File: src/rtl/fbank_pkg.sv
// Package: shared register addresses and decoded register select for the
// frequency register bank. Assumes an address field of at least 8 bits.
package fbank_pkg;

    localparam logic [7:0] ADR_STRB = 8'h00;
    localparam logic [7:0] ADR_EN   = 8'h01;
    localparam logic [7:0] ADR_INT  = 8'h0F;
    localparam logic [7:0] ADR_FRAC = 8'h10;
    localparam logic [7:0] ADR_MODE = 8'h12;

    typedef enum logic [2:0] {
        SEL_NONE,
        SEL_STRB,
        SEL_EN,
        SEL_INT,
        SEL_FRAC,
        SEL_MODE
    } reg_sel_e;

    // Map an 8-bit address to a register select.
    function automatic reg_sel_e decode_addr(input logic [7:0] a);
        case (a)
            ADR_STRB: return SEL_STRB;
            ADR_EN:   return SEL_EN;
            ADR_INT:  return SEL_INT;
            ADR_FRAC: return SEL_FRAC;
            ADR_MODE: return SEL_MODE;
            default:  return SEL_NONE;
        endcase
    endfunction

endpackage

File: src/rtl/fbank_stage.sv
// Module: fbank_stage
// Holds one decoded write request until the bit-31 strobe of the frame and
// presents it as a commit for that single cycle.
// Assumes: at most one request per frame; a request arriving in the same
// cycle as the strobe waits for the following strobe.
module fbank_stage
    import fbank_pkg::*;
#(
    parameter int ADDR_W = 8,
    parameter int DATA_W = 24
) (
    input  logic              clk,
    input  logic              rst_n,
    input  logic              wr_req,
    input  logic [ADDR_W-1:0] wr_addr,
    input  logic [DATA_W-1:0] wr_data,
    input  logic              bit31_stb,
    output logic              cm_vld,
    output reg_sel_e          cm_sel,
    output logic [DATA_W-1:0] cm_data
);

    localparam int DEC_W = (ADDR_W < 8) ? ADDR_W : 8;

    logic              pend_q;
    reg_sel_e          sel_q;
    logic [DATA_W-1:0] data_q;
    logic [7:0]        addr8;

    // Widen or trim the incoming address to the 8-bit decode field.
    always_comb begin
        addr8 = '0;
        addr8[DEC_W-1:0] = wr_addr[DEC_W-1:0];
    end

    // Capture a request; drop the pending flag once it has been committed.
    always_ff @(posedge clk) begin
        if (!rst_n) begin
            pend_q <= 1'b0;
            sel_q  <= SEL_NONE;
            data_q <= '0;
        end else if (wr_req) begin
            pend_q <= 1'b1;
            sel_q  <= decode_addr(addr8);
            data_q <= wr_data;
        end else if (bit31_stb) begin
            pend_q <= 1'b0;
        end
    end

    // Present the pending request only on the strobe cycle.
    always_comb begin
        cm_vld  = pend_q && bit31_stb;
        cm_sel  = sel_q;
        cm_data = data_q;
    end

endmodule

File: src/rtl/fbank_regs.sv
// Module: fbank_regs
// Shadow register file: integer word, fractional word, enable word and mode.
// Performs the register-restore strobe, raises the hop request according to
// the mode, and drives the readback mux from shadow values.
// Assumes commits arrive from fbank_stage, at most one per cycle.
module fbank_regs
    import fbank_pkg::*;
#(
    parameter int ADDR_W = 8,
    parameter int DATA_W = 24,
    parameter int INT_W  = 16,
    parameter int FRAC_W = 24,
    parameter int EN_W   = 16,
    parameter logic [INT_W-1:0]  INT_RST  = '0,
    parameter logic [FRAC_W-1:0] FRAC_RST = '0,
    parameter logic [EN_W-1:0]   EN_RST   = '1
) (
    input  logic              clk,
    input  logic              rst_n,
    input  logic              cm_vld,
    input  reg_sel_e          cm_sel,
    input  logic [DATA_W-1:0] cm_data,
    input  logic [ADDR_W-1:0] rd_addr,
    output logic [DATA_W-1:0] rd_data,
    output logic [INT_W-1:0]  sh_int,
    output logic [FRAC_W-1:0] sh_frac,
    output logic [INT_W-1:0]  nxt_int,
    output logic [FRAC_W-1:0] nxt_frac,
    output logic [EN_W-1:0]   en_q,
    output logic              mode_q,
    output logic              hop_req,
    output logic              dig_clr
);

    localparam int DEC_W = (ADDR_W < 8) ? ADDR_W : 8;

    logic     regs_clr;
    logic     wr_int, wr_frac, wr_en, wr_mode;
    logic [7:0] raddr8;

    // Decode the commit into per-register write enables and strobes.
    always_comb begin
        wr_int   = cm_vld && (cm_sel == SEL_INT);
        wr_frac  = cm_vld && (cm_sel == SEL_FRAC);
        wr_en    = cm_vld && (cm_sel == SEL_EN);
        wr_mode  = cm_vld && (cm_sel == SEL_MODE);
        regs_clr = cm_vld && (cm_sel == SEL_STRB) && cm_data[0];
        dig_clr  = cm_vld && (cm_sel == SEL_STRB) && cm_data[1];
    end

    // Next shadow values, which a hop copies to the active words.
    always_comb begin
        nxt_int  = wr_int  ? cm_data[INT_W-1:0]  : sh_int;
        nxt_frac = wr_frac ? cm_data[FRAC_W-1:0] : sh_frac;
    end

    // The mode decides which word's write triggers the hop.
    always_comb hop_req = (wr_frac && mode_q) || (wr_int && !mode_q);

    // Shadow, enable and mode storage with restore strobe.
    always_ff @(posedge clk) begin
        if (!rst_n || regs_clr) begin
            sh_int  <= INT_RST;
            sh_frac <= FRAC_RST;
            en_q    <= EN_RST;
            mode_q  <= 1'b1;
        end else begin
            sh_int  <= nxt_int;
            sh_frac <= nxt_frac;
            if (wr_en)   en_q   <= cm_data[EN_W-1:0];
            if (wr_mode) mode_q <= cm_data[0];
        end
    end

    // Readback mux returning shadow values only.
    always_comb begin
        raddr8 = '0;
        raddr8[DEC_W-1:0] = rd_addr[DEC_W-1:0];
        rd_data = '0;
        case (decode_addr(raddr8))
            SEL_EN:   rd_data[EN_W-1:0]   = en_q;
            SEL_INT:  rd_data[INT_W-1:0]  = sh_int;
            SEL_FRAC: rd_data[FRAC_W-1:0] = sh_frac;
            SEL_MODE: rd_data[0]          = mode_q;
            default:  rd_data = '0;
        endcase
    end


    hold_wo_commit_chk: assert property (@(posedge clk) disable iff (!rst_n)
        !cm_vld |=> ($stable(sh_int) && $stable(sh_frac) && $stable(en_q) && $stable(mode_q)));


    regs_restore_chk: assert property (@(posedge clk) disable iff (!rst_n)
        regs_clr |=> (sh_int == INT_RST && sh_frac == FRAC_RST && en_q == EN_RST && mode_q));

endmodule

File: src/rtl/fbank_hop.sv
// Module: fbank_hop
// Active frequency words and hop pulse. A hop request loads both next
// shadow values together; the digital-clear strobe zeroes the active words.
// Assumes hop requests are single-cycle commits from fbank_regs.
module fbank_hop #(
    parameter int INT_W  = 16,
    parameter int FRAC_W = 24
) (
    input  logic              clk,
    input  logic              rst_n,
    input  logic              hop_req,
    input  logic              dig_clr,
    input  logic [INT_W-1:0]  nxt_int,
    input  logic [FRAC_W-1:0] nxt_frac,
    output logic [INT_W-1:0]  act_int,
    output logic [FRAC_W-1:0] act_frac,
    output logic              hop
);

    // Load active words on a hop, clear them on the digital reset strobe.
    always_ff @(posedge clk) begin
        if (!rst_n || dig_clr) begin
            act_int  <= '0;
            act_frac <= '0;
            hop      <= 1'b0;
        end else begin
            hop <= hop_req;
            if (hop_req) begin
                act_int  <= nxt_int;
                act_frac <= nxt_frac;
            end
        end
    end


    act_hold_chk: assert property (@(posedge clk) disable iff (!rst_n)
        (!hop_req && !dig_clr) |=> ($stable(act_int) && $stable(act_frac) && !hop));


    dig_clear_chk: assert property (@(posedge clk) disable iff (!rst_n)
        dig_clr |=> (act_int == '0 && act_frac == '0 && !hop));

endmodule

File: src/rtl/fbank_top.sv
// Module: fbank_top
// Double-buffered frequency register bank for a fractional-N synthesizer.
// Commits serial writes on the bit-31 strobe, hops per the mode rules and
// exposes active words, hop pulse, mode, enable word and shadow readback.
// Assumes rst_n is synchronous and held low for at least two clocks.
module fbank_top
    import fbank_pkg::*;
#(
    parameter int ADDR_W = 8,
    parameter int DATA_W = 24,
    parameter int INT_W  = 16,
    parameter int FRAC_W = 24,
    parameter int EN_W   = 16,
    parameter logic [INT_W-1:0]  INT_RST  = '0,
    parameter logic [FRAC_W-1:0] FRAC_RST = '0,
    parameter logic [EN_W-1:0]   EN_RST   = '1
) (
    input  logic              clk,
    input  logic              rst_n,
    input  logic              wr_req,
    input  logic [ADDR_W-1:0] wr_addr,
    input  logic [DATA_W-1:0] wr_data,
    input  logic              bit31_stb,
    input  logic [ADDR_W-1:0] rd_addr,
    output logic [DATA_W-1:0] rd_data,
    output logic [INT_W-1:0]  act_int,
    output logic [FRAC_W-1:0] act_frac,
    output logic              hop,
    output logic              frac_mode,
    output logic [EN_W-1:0]   en_out,
    output logic              pwr_down
);

    logic              cm_vld;
    reg_sel_e          cm_sel;
    logic [DATA_W-1:0] cm_data;
    logic [INT_W-1:0]  sh_int, nxt_int;
    logic [FRAC_W-1:0] sh_frac, nxt_frac;
    logic              hop_req, dig_clr;

    fbank_stage #(.ADDR_W(ADDR_W), .DATA_W(DATA_W)) u_stage (
        .clk(clk), .rst_n(rst_n), .wr_req(wr_req), .wr_addr(wr_addr),
        .wr_data(wr_data), .bit31_stb(bit31_stb),
        .cm_vld(cm_vld), .cm_sel(cm_sel), .cm_data(cm_data)
    );

    fbank_regs #(
        .ADDR_W(ADDR_W), .DATA_W(DATA_W), .INT_W(INT_W), .FRAC_W(FRAC_W),
        .EN_W(EN_W), .INT_RST(INT_RST), .FRAC_RST(FRAC_RST), .EN_RST(EN_RST)
    ) u_regs (
        .clk(clk), .rst_n(rst_n), .cm_vld(cm_vld), .cm_sel(cm_sel),
        .cm_data(cm_data), .rd_addr(rd_addr), .rd_data(rd_data),
        .sh_int(sh_int), .sh_frac(sh_frac), .nxt_int(nxt_int),
        .nxt_frac(nxt_frac), .en_q(en_out), .mode_q(frac_mode),
        .hop_req(hop_req), .dig_clr(dig_clr)
    );

    fbank_hop #(.INT_W(INT_W), .FRAC_W(FRAC_W)) u_hop (
        .clk(clk), .rst_n(rst_n), .hop_req(hop_req), .dig_clr(dig_clr),
        .nxt_int(nxt_int), .nxt_frac(nxt_frac),
        .act_int(act_int), .act_frac(act_frac), .hop(hop)
    );

    // Power-down follows an all-zero enable word.
    always_comb pwr_down = (en_out == '0);


    hop_copies_chk: assert property (@(posedge clk) disable iff (!rst_n)
        hop |-> (act_int == sh_int && act_frac == sh_frac));


    int_mode_frac_chk: assert property (@(posedge clk) disable iff (!rst_n)
        (cm_vld && cm_sel == SEL_FRAC && !frac_mode) |=> !hop);


    frac_mode_int_chk: assert property (@(posedge clk) disable iff (!rst_n)
        (cm_vld && cm_sel == SEL_INT && frac_mode) |=> !hop);


    int_mode_hop_chk: assert property (@(posedge clk) disable iff (!rst_n)
        (cm_vld && cm_sel == SEL_INT && !frac_mode) |=> (hop && act_int == $past(cm_data[INT_W-1:0])));

endmodule

File: config.mk
export PLATFORM = sky130hd
export DESIGN_NAME = fbank_top
export DESIGN_NICKNAME = d
export VERILOG_FILES = /design/src/rtl/fbank_pkg.sv /design/src/rtl/fbank_stage.sv /design/src/rtl/fbank_regs.sv /design/src/rtl/fbank_hop.sv /design/src/rtl/fbank_top.sv
export SDC_FILE = /design/constraint.sdc
export NUM_CORES = 1
export LEC_CHECK = 0
export BUFFER_PORTS_ARGS = -buffer_cell sky130_fd_sc_hd__buf_4
export CORE_MARGIN = 2
export CORE_UTILIZATION = 50
export CTS_BUF_LIST = sky130_fd_sc_hd__clkbuf_8
export DETAILED_ROUTE_END_ITERATION = 8
export GPL_ROUTABILITY_DRIVEN = 0
export PLACE_DENSITY_LB_ADDON = 0.25
export SLEW_MARGIN = 25
export SYNTH_ARGS = -nofsm -noshare
export SYNTH_HDL_FRONTEND = slang
export SYNTH_SLANG_ARGS = --single-unit
File: constraint.sdc
create_clock -name clk -period 1.4 [get_ports clk]
set_input_delay 0.07 -clock clk [delete_from_list [all_inputs] [get_ports clk]]
set_output_delay 0.07 -clock clk [all_outputs]
set_load 0.05 [all_outputs]
---- After elaboration in Yosys (flattened, before gate mapping) ----
Index checks and enable logic that the tools add are counted.
storage, ports and cells
  memories ................................ 0
  word-level logic and storage cells ...... 55
  bits in latches ......................... 0
  register bits ........................... 126
  bits in writable memories ............... 0
  bits of input ports ..................... 44
  memory bits (read-only) ................. 0
operators by class
  div/mod/pow operators ................... 0
  bitwise gates (word level) .............. 0
  magnitude comparators ................... 0
  reduce and logical (&&, ||, !) cells .... 19
  muxes and demuxes ....................... 9
  multiply operators ...................... 0
  shifts and indexed selects .............. 0
  eq/ne operators ......................... 17
  add/sub/neg operators ................... 0
operator list
  cell                                           count
  case mux 15 bit (3 select lines)               1
  == test 8 x 5 -> 1 bit, second input constant  4
  case mux 3 bit (5 select lines)                2
  2-to-1 mux 24 bit                              1
  == test 8 x 1 -> 1 bit, second input constant  2
  == test 8 x 4 -> 1 bit, second input constant  2
  zero test 16 bit                               1
  zero test 8 bit                                2
  2-to-1 mux 16 bit                              1
  == test 3 x 2 -> 1 bit, second input constant  4
  == test 3 bit, second input constant           4
  logical AND 1 bit                              10
  2-to-1 mux 8 bit                               1
  case mux 1 bit (4 select lines)                1
  == test 3 x 1 -> 1 bit, second input constant  1
  logical OR 1 bit                               3
  zero test 1 bit                                2
  2-to-1 mux 1 bit                               2
  nonzero test 2 bit                             1

---- Logic depth before layout (Yosys ltp) ----
  depth after elaboration ................. 4
  depth in mapped cells ................... 7
  depth with buffers taken out ............ 4

---- By module ----
From an unflattened synthesis, not the netlist that was laid out.
unflattened totals
  cells, all modules ...................... 514
  area total of the unflattened synthesis .. 5442.7 sq um
modules (own cells, without submodules)
  module       cells an instance  area an instance (sq um)  instances  sequential area each (sq um)
  fbank_regs   271                2733.9                    1          1141.1
  fbank_hop    134                1534.0                    1          820.8
  fbank_stage  104                1141.1                    1          560.5
  fbank_top    5                  33.8                      1          0.0

---- Worst setup path after synthesis ----
No wires, ideal clock.
  path type ............................... flip-flop to output port
  from .................................... register u_regs.mode_q
  to ...................................... output rd_data[0]
  data required time ...................... 1.330 ns
  stages on the path, launching flop included .. 5
  slack ................................... -0.369 ns
  arrival time ............................ 1.699 ns
  cell sequence ........................... dfxtp_1 > mux2i_1 > nor4_1 > a31oi_1 > nor2_1
on the way
  longest elaborated chain between the ends .. 1
ends and longest elaborated chain
  item                             RTL line          source
  start: declaration               fbank_regs.sv:30  output logic mode_q,
  start signal: assignment         fbank_regs.sv:71  if (wr_mode) mode_q <= cm_data[0];
  case mux 1 bit (4 select lines)  fbank_regs.sv:80  case (decode_addr(raddr8))
  end: declaration                 fbank_top.sv:25   output logic [DATA_W-1:0] rd_data,
Every way passes these cells.

---- Worst setup path in the final report ----
  from .................................... register u_stage.sel_q[2] (netlist: u_stage.cm_sel[2])
  to ...................................... register u_hop.act_int[10]
on the way
  longest elaborated chain between the ends .. 4
ends and longest elaborated chain
  item                                         RTL line                                              source
  start: declaration                           fbank_stage.sv:26                                     reg_sel_e sel_q;
  start signal: assignment                     fbank_stage.sv:44                                     sel_q <= decode_addr(addr8);
  == test 3 bit, or another cell as far along  fbank_regs.sv:44                                      wr_frac = cm_vld && (cm_sel == SEL_FRAC);
  logical AND 1 bit (on tied branches)         fbank_regs.sv:44, fbank_regs.sv:43, fbank_regs.sv:48
  logical AND 1 bit (on tied branches)         fbank_regs.sv:58, fbank_regs.sv:48
  logical OR 1 bit (on tied branches)          fbank_regs.sv:58, fbank_hop.sv:22
  end signal: assignment                       fbank_hop.sv:29                                       act_int <= nxt_int;
  end: declaration                             fbank_hop.sv:15                                       output logic [INT_W-1:0] act_int,
Several ways; a longest one is shown, not always the timed one.
A chain may end at the register's enable or synchronous reset.

==> metrics <==
die footprint=approximately 11000 um2; Multi-input gate area=~3600 um2; Max IR drop VDD=0.000786 V; number of global-route vias before repair=around 6000; wire length on met1=9990 um; ratio of cells with drive above 1 in the final layout=just over 60%; Clock Skews=19.3 ps; DP Wirelength=10800 um; critical path required time=1750 ps; area share of the leading cell type in the synthesized netlist=between 40% and 50%; CP max-delay cell=dfxtp_4; Register-to-Register Path Depth=7; hold_sp=wr_req; worst setup path class=reg -> reg; Root Buffer=clkbuf_8; num ports=127; met3 wire length=3620 um; H-tree lvl count=4; fin util=91.8%; post-layout instance count excluding filler cells=899; Vias=6189; DRT iter0 DRCs=slightly below 800; crit end category=flop; Seq/Total Area, Yosys=just under 50%; Routed met2 length=~12000 um; final-report max-slew violation count=0; Rel. slew slack=66.1%; Post-synth top cells=dfxtp_1, mux2i_1, nand2_1; largest net degree at the start of global routing=27; Lkg Pwr=3.78 nW; flop2flop setup slack=-490 ps; crit-path max FO=13; status=finished with violations; syn nets=around 580; TritonCTS clock tree=done; global-route wire length before repair=34800 um; CP Launch Type=flop; # Max-Cap Violations=0; DP Cell Count=between 800 and 900; FF+latch count, synth=126; Via density=6.88; GRT overflow=0; Top Metal Used=met4; Fillers=341; Final Critical Period=1890 ps; setup ws final=-493 ps; synthesized instance count=534; Synth cell types=40; gr usage total=41.5%; RSZ-0062 raised after global routing=yes; port bufs=126; Worst R2R End=u_hop.act_int[10]$_SDFFE_PP0P_; Nets=794; Final Hold Viols=0; width of the die=~110 um; number of synthesized flops with an enable pin=0; Tightest Pin Transition=505 ps; Layout area overhead=79.9%; max incr delay on CP=370 ps; initial core utilization=51.0%; initial antenna violation count=0; total wire length=around 29000 um; Hold Slack=a little under 60 ps; ys flop type=dfxtp_1; CTS Buffer Depth=2; fraction of registers with async set/reset=0%; Initial DRT Pass Iterations=9; DR DRC count=0; core footprint=between 10000 and 15000 um2; Sinks on Clock Net=around 130; per-cell routed wire length=approximately 32 um; top cell type by total area after synthesis=dfxtp_1; count leader, synth=dfxtp_1; crit-path cells=nand4b_1 -> buf_4 -> nor3_4 -> buf_6 -> buf_12 -> nor3_1 -> a211oi_2; clock latency on the worst-skew pair=around 480 ps; RR Startpoint=u_stage.cm_sel[2]$_SDFFE_PN0P_; Sequential cell area=between 2000 and 3000 um2; total power=7.96 mW; CTS buffer count=17; Pwr Density=852 nW/um2; failing checks=negative setup slack; Final setup viols=125; fin crit share=135%; Synth Warn #=0; Ant. Diodes=0; WHS Path Cells=3; worst hold endpoint=u_stage.cm_data[2]$_SDFFE_PN0P_; final antenna-violating net count=0; row count=37; Syn Area/Cell=9.73 um2; Worst EP arrival=2250 ps; Die H=106 um; HP Class=in -> reg; largest cells by area after synthesis=dfxtp_1, mux2i_1, a211oi_2; clock-pin slew on the worst setup and hold paths=80 ps; max frequency=528 MHz; synthesized cell area=5190 um2
[what timing repair did]
item	CTS	global route
pin swaps	58	52
hold endpoints to repair	26	1
setup buffers	27	6
gates resized for setup	183	167
cloned	11	3
endpoints found under the setup margin	123	124
hold buffers	27	1
[logic make-up (layout without fill, tap and decap cells)]
group,count (synthesis),in the layout,share of synthesized area [%]
AO/OA/AOI/OAI,65,65,11.5
buffers and inverters,49,277,5.03
flip-flops,126,126,48.6
multiplexers,67,67,12.9
AND/OR/NAND/NOR,227,228,22.0
[worst max path at each step]
stage / from / end / slack (ps) / cells past startpoint
after floorplan: u_regs.en_q[0]$_SDFFE_PP1P_ / rd_data[0] / -100 / 4
after global placement: u_stage.cm_sel[2]$_SDFFE_PN0P_ / u_hop.act_frac[1]$_SDFFE_PP0P_ / -150 / 6
after detailed placement: u_stage.cm_sel[2]$_SDFFE_PN0P_ / u_hop.act_int[3]$_SDFFE_PP0P_ / -250 / 6
after CTS: u_regs.en_q[2]$_SDFFE_PP1P_ / pwr_down / -190 / 3
after global routing: u_stage.cm_sel[2]$_SDFFE_PN0P_ / u_hop.act_frac[3]$_SDFFE_PP0P_ / -460 / 7
final: u_stage.cm_sel[2]$_SDFFE_PN0P_ / u_hop.act_int[10]$_SDFFE_PP0P_ / -490 / 7
[sequential cells by signal (all words and copies together) (netlist names)]
name / flops
u_hop.act_frac: 24
u_hop.act_int: 16
u_hop.hop: 1
u_regs.en_q: 16
u_regs.mode_q: 1
u_regs.sh_frac: 24
u_regs.sh_int: 16
u_stage.cm_data: 24
u_stage.cm_sel: 3
u_stage.pend_q: 1
[routing by layer]
layer | vias up | GRT usage (%)
met1 | 2957 | 49.9
met4 | 0 | 26.0
met2 | 653 | 65.6
li1 | 2327 | -
met3 | 252 | 11.6
met5 | - | 0
[final cells by class]
class / instances / area share [%]
multi-input combinational: 360 / 38.3
timing repair buffer: 238 / 27.8
sequential: 126 / 27.3
clock buffer: 20 / 2.95
tap: 136 / 1.82
clock inverter: 12 / 1.51
inverter: 7 / 0.281
[power breakdown]
part | internal, mW | leakage, nW | total (mW) | switching (mW)
clock | 1.88 | 0.220 | 3.57 | 1.68
sequential | 3.62 | 1.02 | 3.72 | 0.0986
combinational | 0.344 | 2.54 | 0.675 | 0.331
total | 5.85 | 3.78 | 7.96 | 2.11
[per-stage QoR]
stage	setup slack (ps)	TNS [ps]	area, um2
finish	-493	-35460	9350
global route	-461	-34860	9350
CTS	-193	-12120	8690
detailed placement	-247	-12450	6690
global placement	-150	-7690	6690
floorplan	-99.7	-1950	5360
[critical path, delay by kind of cell, from the launching register on]
family	cells	cell delay (ps)
buffers and inverters	3	550
DFF	1	370
and+or+nand+nor	3	570
AOI/OAI and AO/OA	1	270
[cell usage in the layout (no fill, tap or decap), types with 8 or more instances in the layout]
cell type      netlist  final
nand2_2              0     24
nor3_1              42     39
a22oi_2              0     10
nand2_1             61     27
dfxtp_1            126    111
mux2i_4              0     25
buf_6                5     26
buf_4                3    131
nor2_2               0      8
dfxtp_2              0     11
buf_12               0     20
nand3_2              1     15
nor2_4               0     35
nand2_4              0     10
nor2b_1             27     27
a211oi_2            19     33
buf_8                0     23
mux2i_1             67     26
inv_1                7      8
clkbuf_8             0     20
buf_16               0      9
dlygate4sd3_1        0     27
and2_4               0      8
mux2i_2              0     16
No activity file was read; power rests on OpenSTA's default activity.
